--- config.mk ---
export PLATFORM = sky130hd
export DESIGN_NAME = axil_timeout_guard
export DESIGN_NICKNAME = d
export VERILOG_FILES = /design/src/rtl/axil_guard_pkg.sv /design/src/rtl/axil_guard_path.sv /design/src/rtl/axil_timeout_guard.sv
export SDC_FILE = /design/constraint.sdc
export NUM_CORES = 1
export LEC_CHECK = 0
export ABC_AREA = 1
export BUFFER_PORTS_ARGS = -buffer_cell sky130_fd_sc_hd__buf_4
export CORE_AREA = 2 2 116 118
export DETAILED_ROUTE_END_ITERATION = 8
export DIE_AREA = 0 0 118 120
export HOLD_SLACK_MARGIN = 0.06
export PLACE_DENSITY_LB_ADDON = 0.05
export RECOVER_POWER = 100
export SETUP_SLACK_MARGIN = 0.1
export SYNTH_ARGS = -nofsm -noshare
export SYNTH_HDL_FRONTEND = slang
export SYNTH_SLANG_ARGS = --single-unit
export TNS_END_PERCENT = 100
--- constraint.sdc ---
create_clock -name clk -period 3.65 [get_ports clk]
set_clock_uncertainty 0.05 [all_clocks]
set_input_delay 0.365 -clock clk [delete_from_list [all_inputs] [get_ports clk]]
set_output_delay 0.365 -clock clk [all_outputs]
set_load 0.01 [all_outputs]
--- src/rtl/axil_guard_pkg.sv ---
package axil_guard_pkg;
   typedef logic [1:0] axil_resp_t;
   localparam axil_resp_t RESP_OKAY   = 2'b00;
   localparam axil_resp_t RESP_SLVERR = 2'b10;
endpackage

--- src/rtl/axil_guard_path.sv ---
// One guarded side: NREQ request channels answered by one response channel.
module axil_guard_path #(
   parameter int NREQ  = 1,
   parameter int LIMIT = 16
) (
   input  logic            clk,
   input  logic            rst_n,
   input  logic [NREQ-1:0] m_req_valid,
   output logic [NREQ-1:0] m_req_ready,
   output logic [NREQ-1:0] s_req_valid,
   input  logic [NREQ-1:0] s_req_ready,
   input  logic            s_rsp_valid,
   output logic            s_rsp_ready,
   output logic            m_rsp_valid,
   input  logic            m_rsp_ready,
   output logic            expired
);
   localparam int CW = $clog2(LIMIT + 1);
   localparam logic [CW-1:0] LAST = CW'(LIMIT - 1);

   logic [NREQ-1:0] done_q;
   logic            busy_q;
   logic            exp_q;
   logic [CW-1:0]   cnt_q;
   logic            finish;
   logic            tick;

   generate
      for (genvar i = 0; i < NREQ; i++) begin : g_req
         assign m_req_ready[i] = exp_q ? ~done_q[i] : s_req_ready[i];
         assign s_req_valid[i] = m_req_valid[i] & ~exp_q;
         always_ff @(posedge clk) begin
            if (!rst_n || finish)
               done_q[i] <= 1'b0;
            else if (m_req_valid[i] && m_req_ready[i])
               done_q[i] <= 1'b1;
         end
      end
   endgenerate

   assign m_rsp_valid = exp_q ? (&done_q) : s_rsp_valid;
   assign s_rsp_ready = ~exp_q & m_rsp_ready;
   assign finish      = m_rsp_valid & m_rsp_ready;
   assign tick        = (busy_q | (|m_req_valid)) & ~exp_q & ~finish;
   assign expired     = exp_q;

   always_ff @(posedge clk) begin
      if (!rst_n || finish) begin
         busy_q <= 1'b0;
         exp_q  <= 1'b0;
         cnt_q  <= '0;
      end else begin
         if (|m_req_valid) busy_q <= 1'b1;
         if (tick) begin
            if (cnt_q == LAST) exp_q <= 1'b1;
            else               cnt_q <= cnt_q + 1'b1;
         end
      end
   end
endmodule

--- src/rtl/axil_timeout_guard.sv ---
module axil_timeout_guard
   import axil_guard_pkg::*;
#(
   parameter int ADDR_W = 32,
   parameter int DATA_W = 32,
   parameter int LIMIT  = 16
) (
   input  logic                clk,
   input  logic                rst_n,
   input  logic                m_aw_valid,
   output logic                m_aw_ready,
   input  logic [ADDR_W-1:0]   m_aw_addr,
   input  logic                m_w_valid,
   output logic                m_w_ready,
   input  logic [DATA_W-1:0]   m_w_data,
   input  logic [DATA_W/8-1:0] m_w_strb,
   output logic                m_b_valid,
   input  logic                m_b_ready,
   output logic [1:0]          m_b_resp,
   input  logic                m_ar_valid,
   output logic                m_ar_ready,
   input  logic [ADDR_W-1:0]   m_ar_addr,
   output logic                m_r_valid,
   input  logic                m_r_ready,
   output logic [DATA_W-1:0]   m_r_data,
   output logic [1:0]          m_r_resp,
   output logic                s_aw_valid,
   input  logic                s_aw_ready,
   output logic [ADDR_W-1:0]   s_aw_addr,
   output logic                s_w_valid,
   input  logic                s_w_ready,
   output logic [DATA_W-1:0]   s_w_data,
   output logic [DATA_W/8-1:0] s_w_strb,
   input  logic                s_b_valid,
   output logic                s_b_ready,
   input  logic [1:0]          s_b_resp,
   output logic                s_ar_valid,
   input  logic                s_ar_ready,
   output logic [ADDR_W-1:0]   s_ar_addr,
   input  logic                s_r_valid,
   output logic                s_r_ready,
   input  logic [DATA_W-1:0]   s_r_data,
   input  logic [1:0]          s_r_resp
);
   generate
      if (LIMIT < 2) begin : g_bad_limit
         $error("LIMIT must be at least 2");
      end
      if (DATA_W < 8 || (DATA_W % 8) != 0) begin : g_bad_width
         $error("DATA_W must be a multiple of 8");
      end
      if (ADDR_W < 1) begin : g_bad_addr
         $error("ADDR_W must be positive");
      end
   endgenerate

   logic wr_exp;
   logic rd_exp;

   assign s_aw_addr = m_aw_addr;
   assign s_w_data  = m_w_data;
   assign s_w_strb  = m_w_strb;
   assign s_ar_addr = m_ar_addr;

   // write side: bit 0 address, bit 1 data
   axil_guard_path #(.NREQ(2), .LIMIT(LIMIT)) u_wr (
      .clk         (clk),
      .rst_n       (rst_n),
      .m_req_valid ({m_w_valid, m_aw_valid}),
      .m_req_ready ({m_w_ready, m_aw_ready}),
      .s_req_valid ({s_w_valid, s_aw_valid}),
      .s_req_ready ({s_w_ready, s_aw_ready}),
      .s_rsp_valid (s_b_valid),
      .s_rsp_ready (s_b_ready),
      .m_rsp_valid (m_b_valid),
      .m_rsp_ready (m_b_ready),
      .expired     (wr_exp)
   );

   axil_guard_path #(.NREQ(1), .LIMIT(LIMIT)) u_rd (
      .clk         (clk),
      .rst_n       (rst_n),
      .m_req_valid (m_ar_valid),
      .m_req_ready (m_ar_ready),
      .s_req_valid (s_ar_valid),
      .s_req_ready (s_ar_ready),
      .s_rsp_valid (s_r_valid),
      .s_rsp_ready (s_r_ready),
      .m_rsp_valid (m_r_valid),
      .m_rsp_ready (m_r_ready),
      .expired     (rd_exp)
   );

   assign m_b_resp = wr_exp ? RESP_SLVERR : s_b_resp;
   assign m_r_resp = rd_exp ? RESP_SLVERR : s_r_resp;
   assign m_r_data = rd_exp ? {DATA_W{1'b1}} : s_r_data;
endmodule

After elaboration in Yosys (flattened, before gate mapping)
Cells that the tools add are included.

Input bits: 148. Memory bits (writable): 0. Bits in latches: 0. Register bits after elaboration: 17. Memories: 0. ROM bits: 0. Output and inout bits: 146. Logic and storage cells: 55.

$add $sub $neg: 2. Order comparisons: 0. Shift-type cells: 0. Reduce and logical (&&, ||, !) cells: 12. Bitwise logic cells: 22. Multiplexer cells: 8. Divide/modulo/power cells: 0. Multipliers: 0. Equality and inequality tests: 2.

Operators by type and width (number): $mux 32 (1); $and 1x1->1 (11); $add 5x1->5 const B (2); $eq 5x4->1 const B (2); $reduce_and 2->1 (5); $not 1->1 (9); $mux 1 (5); $mux 2 (2); $logic_and 1x1->1 (3); $logic_or 1x1->1 (2); $or 1x1->1 (2); $reduce_or 2->1 (1); $logic_not 1->1 (1).

Logic depth before layout (Yosys ltp)
Gate-level depths: netlist of the first run.

Depth in word-level cells: 6. Depth in mapped cells: 9. Gate-level depth less buffers: 9.

Hierarchy
Synthesis of the first run repeated with hierarchy kept, for this count alone.

Cell total of the unflattened synthesis: 319. Area, all modules: 2048.2 sq um.

Modules (own cells, without submodules): axil_timeout_guard (area an instance 1071.0 sq um, sequential area each 0.0 sq um, instances 1, cells each 177); axil_guard_path at u_wr (area an instance 500.5 sq um, sequential area each 180.2 sq um, instances 1, cells each 72); axil_guard_path at u_rd (area an instance 476.7 sq um, sequential area each 160.2 sq um, instances 1, cells each 70).

Worst setup path after synthesis of the first run
OpenSTA, ideal clock, no wires.

Path type: reg2reg. From: register u_rd.cnt_q[0]. To: register u_rd.cnt_q[4]. Arrival time: 1.199 ns. Required time: 3.487 ns. Cell stages (with the launch flop): 10. Setup slack: 2.288 ns. Library setup time: 0.113 ns. Path buffers: 0. Clock period less this slack: 1.362 ns. Cell sequence: dfxtp_1 ha_1 inv_1 nor3_1 ha_1 inv_1 nand3_4 nand2_1 nand2_1 nor2_1.

Cells in the longest elaborated chain, start to end: 3. Elaborated cells on any way between the ends: 4. Classes of those cells: add/sub (1); eq/ne (1); bitwise (1); reduce/logical (1).

Ends and longest elaborated chain: start, declared (RTL line axil_guard_path.sv:24) `logic [CW-1:0] cnt_q;`; start signal, assigned (RTL line axil_guard_path.sv:56) `else cnt_q <= cnt_q + 1'b1;`; branches (longest 3 deep; another with $add 5x1->5).

Parallel ways; which one is timed is not known. A chain may end at the register's enable or synchronous reset.

Worst setup path after layout of the first run
From: register u_rd.exp_q, in the netlist u_rd.expired. To: output port m_r_valid.

Cells in the longest elaborated chain, start to end: 1.

Ends and longest elaborated chain: start, declared (RTL line axil_guard_path.sv:23) `logic exp_q;`; start signal, assigned (RTL line axil_guard_path.sv:50) `exp_q <= 1'b0;`; start signal, assigned (RTL line axil_guard_path.sv:55) `if (cnt_q == LAST) exp_q <= 1'b1;`; $mux 1 (RTL line axil_guard_path.sv:41) `assign m_rsp_valid = exp_q ? (&done_q) : s_rsp_valid;`; end, declared (RTL line axil_timeout_guard.sv:23) `output logic m_r_valid,`.

Every way passes these cells.

==> results_dict.tcl, run 1 <==
set metrics [dict create \
    worstPathMaxFanout 28 \
    startpoint_type "flip-flop" \
    min_to "u_rd.done_q$_SDFFE_PP0P_" \
    slew_headroom 0.426 \
    final.min_clock_period_ps 2520 \
    hp-class "primary input to flip-flop" \
    rsz0062_at_grt "false" \
    min_path_cells 3 \
    synth_top_cell_by_area "buf_4" \
    tightestPinTransition_ps 860 \
    required_ps 3230 \
    layout_worst_path_cycle_share 0.690 \
    drv_cap 0 \
    ff2ff_path_depth 8 \
    netlist.area_leader.share 0.368 \
    avgViaCountPerCell 3.37 \
    p_leak_nw 0.944 \
    wl_per_cell_um 11.9 \
    finalWeightedCongestion 0.663 \
    grt_max_degree 29 \
    dr.pass1.iters 4 \
    rows 42 \
    syn2layout_area_growth_pct -0.122 \
    start_util 0.157 \
    seq_area_frac_synth 0.167 \
    cts_setup_buffers 0 \
    syn_nets 436 \
    reg2reg_slack_ps 1190 \
    overflow 0 \
    root_buffer "clkbuf_16" \
    cp_slowest_cell "clkbuf_1" \
    cp.arrival_ps 2100 \
    critPathMaxStageDelay_ps 700 \
    hold_start "m_ar_valid" \
    io_pins 294 \
    final_antenna_net_count 0 \
    vdd_drop_max_mv 0.115 \
    coreArea_um2 13000 \
    port_buffers 93 \
    maxSlewViolCount 0 \
    initialDrtViolationCount 30 \
    setup_viol 0 \
    grt_pass1_wl_mm 8.15 \
    ctsLongestPathBuffers 2 \
    cp.buffers_inverters 3 \
    cts_max_level 1 \
    nets 430 \
    antenna_found_initial 0 \
    cts_hold_buf 0 \
    critPathCaptureType "primary output" \
    clock_sinks 17 \
    synthTopCellsByCount "buf_4, or2_2, inv_1" \
    numCtsBuffers 3 \
    clk_pin_slew_worst_paths_ps 50 \
    async_flop_share 0 \
    hold_viol 0 \
    drive_above_1_share 0.357 \
    timing.hold.ws_ps 326 \
    max_freq_mhz 397 \
    insertion_delay_ps 240 \
    critPathKind "flip-flop to primary output" \
    ys_ff_latch 17 \
    post_synth_inst_count 284 \
    n_antenna_cell 0 \
    yosysWarnings 0 \
    outcome "finished, final reports clean" \
    cts_tree "yes" \
    dieArea_um2 14200 \
    power_mw 0.570 \
    yosysMostFrequentCell "buf_4" \
    grt_pass1_vias 1576 \
    powerDensity_nw_per_um2 280 \
    synth_area_leaders "buf_4, dfxtp_1, or2_2, inv_1, nand2_1" \
    r2r_start "u_rd.expired$_SDFFE_PP0P_" \
    synth-edff-count 0 \
    die_h_um 120 \
    syn_area_per_cell_um2 7.19 \
    r2r_end "u_rd.cnt_q[4]$_SDFFE_PP0P_" \
    wirelength_mm 5.37 \
    worstPathCellList "clkbuf_1 > inv_1 > nand2_1 > and2_0 > buf_4" \
    synth.cell_area_um2 2040 \
    grt_usage 0.0736 \
    via_count 1527 \
    cp_top_family "buffers and inverters" \
    dp_hpwl_mm 4.61 \
    drcViolationCount 0 \
    synth.distinct_cells 25 \
    die_w_um 118 \
    synth_flop_cell "dfxtp_1" \
    final.setup.tns_ps 0 \
    post_cts_resized 0 \
]
## layer usage
layer  global-route usage  wire [µm]  up-vias
li1                     -          -      752
met1               0.0648       1690      639
met2                0.132       2680      100
met3               0.0342        682       36
met4               0.0535        320        0
met5                    0          0        -
## worst max path at each step
stage,cells after the start,start,end
final,5,u_rd.expired$_SDFFE_PP0P_,m_r_valid
after global routing,8,u_rd.expired$_SDFFE_PP0P_,u_rd.cnt_q[4]$_SDFFE_PP0P_
after CTS,5,u_rd.expired$_SDFFE_PP0P_,m_r_valid
after detailed placement,5,u_rd.expired$_SDFFE_PP0P_,m_r_valid
after global placement,5,u_rd.expired$_SDFFE_PP0P_,m_r_valid
after floorplan,9,u_rd.cnt_q[0]$_SDFFE_PP0P_,u_rd.cnt_q[4]$_SDFFE_PP0P_
## layout by cell type, fill, tap and decap left out
cell        netlist  final
inv_4             2      1
xnor2_1           1      1
nor2_1           17     17
or2_2            34     34
nor2_2            5      5
nand4_1          10     10
clkbuf_1          3     47
buf_4           100     48
nor2_4            1      1
a21oi_1          10     10
nand3_4           3      2
nand2_2           1      1
and2_0            0      1
nand3_1           5      7
nor3_1            1      1
inv_1            31     31
nand2_1          27     30
o21ai_0           2      2
clkinvlp_2        0      1
a21oi_4           1      1
clkbuf_16         0      3
dfxtp_1          17     17
nand2_4           4      2
ha_1              4      4
## cell type report
cell class / instances / area, µm²
repair buffers: 94 / 533
flip-flops and latches: 17 / 340
well taps: 176 / 220
fillers: 1553 / 10900
clock buffers: 4 / 78.8
inverters: 33 / 128
multi-input cells: 129 / 739
## power breakdown
group	internal (mW)	switching [mW]	total, mW
Combinational	0.0743	0.0720	0.146
Clock	0.148	0.0736	0.222
Sequential	0.195	0.00659	0.202
## flip-flops by register name, indices dropped and copies added (netlist names)
name / cells
u_wr.busy_q: 1
u_wr.expired: 1
u_rd.cnt_q: 5
u_wr.cnt_q: 5
u_wr.done_q: 2
u_rd.expired: 1
u_rd.busy_q: 1
u_rd.done_q: 1
## worst min-delay path: stages
cell and delay [ps]:
buf_4 100, a21oi_1 60, nor2_1 70
## through the flow
step | cells | area (µm²) | util | worst slack, ps
after CTS | 453 | 2260 | 0.174 | 1500
after global placement | 449 | 2180 | 0.168 | 1750
after detailed placement | 449 | 2180 | 0.168 | 1780
final | 453 | 2040 | 0.157 | 1130
after floorplan | 284 | 2040 | - | 2290
after global routing | 453 | 2040 | 0.157 | 765
## cell families after synthesis
family          synth area share
compound gates            0.0374
xor+xnor                 0.00429
fa+ha+maj                 0.0245
buf+inv                    0.447
flops                      0.167
simple gates               0.320
No activity file was read; power rests on OpenSTA's default activity.
==> inputs of run 2 (changes only) <==
Settings changed: CORE_AREA 2 2 116 118 to 2 2 113 115, DIE_AREA 0 0 118 120 to 0 0 115 117.
Clock period 3.65 ns to 2.4 ns, I/O delays scaled along.
==> run 2 against run 1 <==
Against the previous run:
- design area decreased by 1.5%
- die area decreased by 5.0%
- count of clock-buffer cells in the layout stayed put
- critical path type is now flip-flop to flip-flop
- utilization up 0.60 points
- flip-flop and latch count unchanged
- largest cell class unchanged
- routed wire length rose by 1.5%
- worst setup slack got worse by 710 ps
- sequential power grew 52%
- critical endpoint is now u_wr.cnt_q[4]$_SDFFE_PP0P_
- total power up 53%
- combinational power rose by 52%
- critical path depth grew 2
- via count decreased by 0.20%
==> results_dict.tcl, run 2 (synthesized netlist as in run 1, its figures left out) <==
set metrics [dict create \
    outcome "finished, final reports clean" \
    cts_tree "yes" \
    via_count 1524 \
    avgViaCountPerCell 3.57 \
    fin_util 0.163 \
    maxSlewViolCount 0 \
    hold_viol 0 \
    final_antenna_net_count 0 \
    p_clk_frac 0.391 \
    power_mw 0.871 \
    setup_viol 0 \
    layout_setup_ws_ps 425 \
    n_antenna_cell 0 \
    die_h_um 117 \
    top_regs "u_rd.cnt_q: 5 flops, u_wr.cnt_q: 5 flops, u_wr.done_q: 2 flops" \
    post_cts_resized 0 \
    required_ps 2500 \
    start_util 0.166 \
    p_leak_nw 0.949 \
    critPathKind "flip-flop to flip-flop" \
    final.setup.tns_ps 0 \
    grt_pass1_vias 1452 \
    layout_commonest_cell "buf_4" \
    die_w_um 115 \
    io_pins 294 \
    dr.pass1.iters 4 \
    p_int_mw 0.636 \
    nets 430 \
    cp_slowest_cell "dfxtp_1" \
    place_ws_ps 778 \
    grt_max_degree 39 \
    rows 41 \
    startpoint_type "flip-flop" \
    layout_worst_path_cycle_share 0.823 \
    cts_hold_buf 0 \
    syn2layout_area_growth_pct -1.65 \
    port_buffers 93 \
    switching_power_mw 0.235 \
    grt_pass1_wl_mm 7.82 \
    coreArea_um2 12300 \
    clock_sinks 17 \
    final_cell_mix "buf_4, clkbuf_1, or2_2, inv_1, nand2_1" \
    drv_cap 0 \
    initialDrtViolationCount 60 \
    rsz0062_at_grt "false" \
    ctsLongestPathBuffers 2 \
    critPathCaptureType "flip-flop" \
    clk_pin_slew_worst_paths_ps 50 \
    powerDensity_nw_per_um2 433 \
    hp-class "primary input to flip-flop" \
    insertion_delay_ps 250 \
    dp_hpwl_mm 4.63 \
    drive_above_1_share 0.357 \
    max_freq_mhz 506 \
    overflow 0 \
    worstPathCellList "nand3_1 > nand2_4 > nand2_1 > nand2_1 > clkinvlp_2 > nand2_1 > nor2_2" \
    root_buffer "clkbuf_16" \
    swShare 0.270 \
    drcViolationCount 0 \
    slew_headroom 0.724 \
    vdd_drop_max_mv 0.154 \
    grt_usage 0.0753 \
    crit_path_frequent_cell "nand2_1" \
    nFillCells 1462 \
    timing.hold.ws_ps 201 \
    finalWeightedCongestion 0.694 \
    seqPwrFrac 0.354 \
    numCtsBuffers 3 \
    tightestPinTransition_ps 413 \
    critPathMaxStageDelay_ps 570 \
    dieArea_um2 13500 \
    worstPathMaxFanout 9 \
    cts_setup_buffers 0 \
    cp.arrival_ps 2070 \
    wl_per_cell_um 12.8 \
    antenna_found_initial 0 \
    cts_max_level 1 \
    final.min_clock_period_ps 1980 \
    wirelength_mm 5.45 \
    p_comb_frac 0.255 \
]
run 2: final cells by class:
type                    instances  area [µm²]  share of cell area
clock buffers                   4        78.8              0.0393
well taps                     150         188              0.0935
repair buffers                 94         537               0.267
multi-input cells             129         737               0.367
flip-flops and latches         17         340               0.169
inverters                      33         128              0.0636
run 2: layer usage:
layer	wire length, µm	track usage	share of wire
met3	714	0.0355	0.13
met5	0	0	0
met2	2720	0.126	0.50
met1	1820	0.0795	0.33
met4	188	0.0394	0.035
run 2: worst paths after layout:
| kind | startpoint | to | slack, ps | cells past startpoint |
|---|---|---|---|---|
| setup / recovery | u_wr.expired$_SDFFE_PP0P_ | u_wr.cnt_q[4]$_SDFFE_PP0P_ | 420 | 7 |
| hold / removal | m_w_valid | u_wr.done_q[1]$_SDFFE_PP0P_ | 200 | 3 |
| setup reg to reg | u_wr.expired$_SDFFE_PP0P_ | u_wr.cnt_q[4]$_SDFFE_PP0P_ | 420 | 7 |
| hold reg to reg | u_rd.done_q$_SDFFE_PP0P_ | u_rd.done_q$_SDFFE_PP0P_ | 430 | 2 |
run 2: stage by stage:
step	instance area [µm²]	cells
2_1_floorplan	2040	284
3_3_place_gp	2150	423
3_5_place_dp	2150	423
4_1_cts	2230	427
5_1_grt	2010	427
6_report	2010	427
run 2: power by group through the flow:
stage	registers, mW	logic [mW]	clock network (mW)
5_1_grt	0.309	0.249	0.374
6_report	0.308	0.222	0.340
3_3_place_gp	0.314	0.273	0
2_1_floorplan	0.311	0.299	0
3_5_place_dp	0.314	0.269	0
4_1_cts	0.308	0.271	0.359
run 2: critical path: cells and delay by family, from the launching register on:
family | cells | cell delay (ps)
buffers and inverters | 1 | 270
AND/OR/NAND/NOR | 6 | 980
flip-flops | 1 | 570
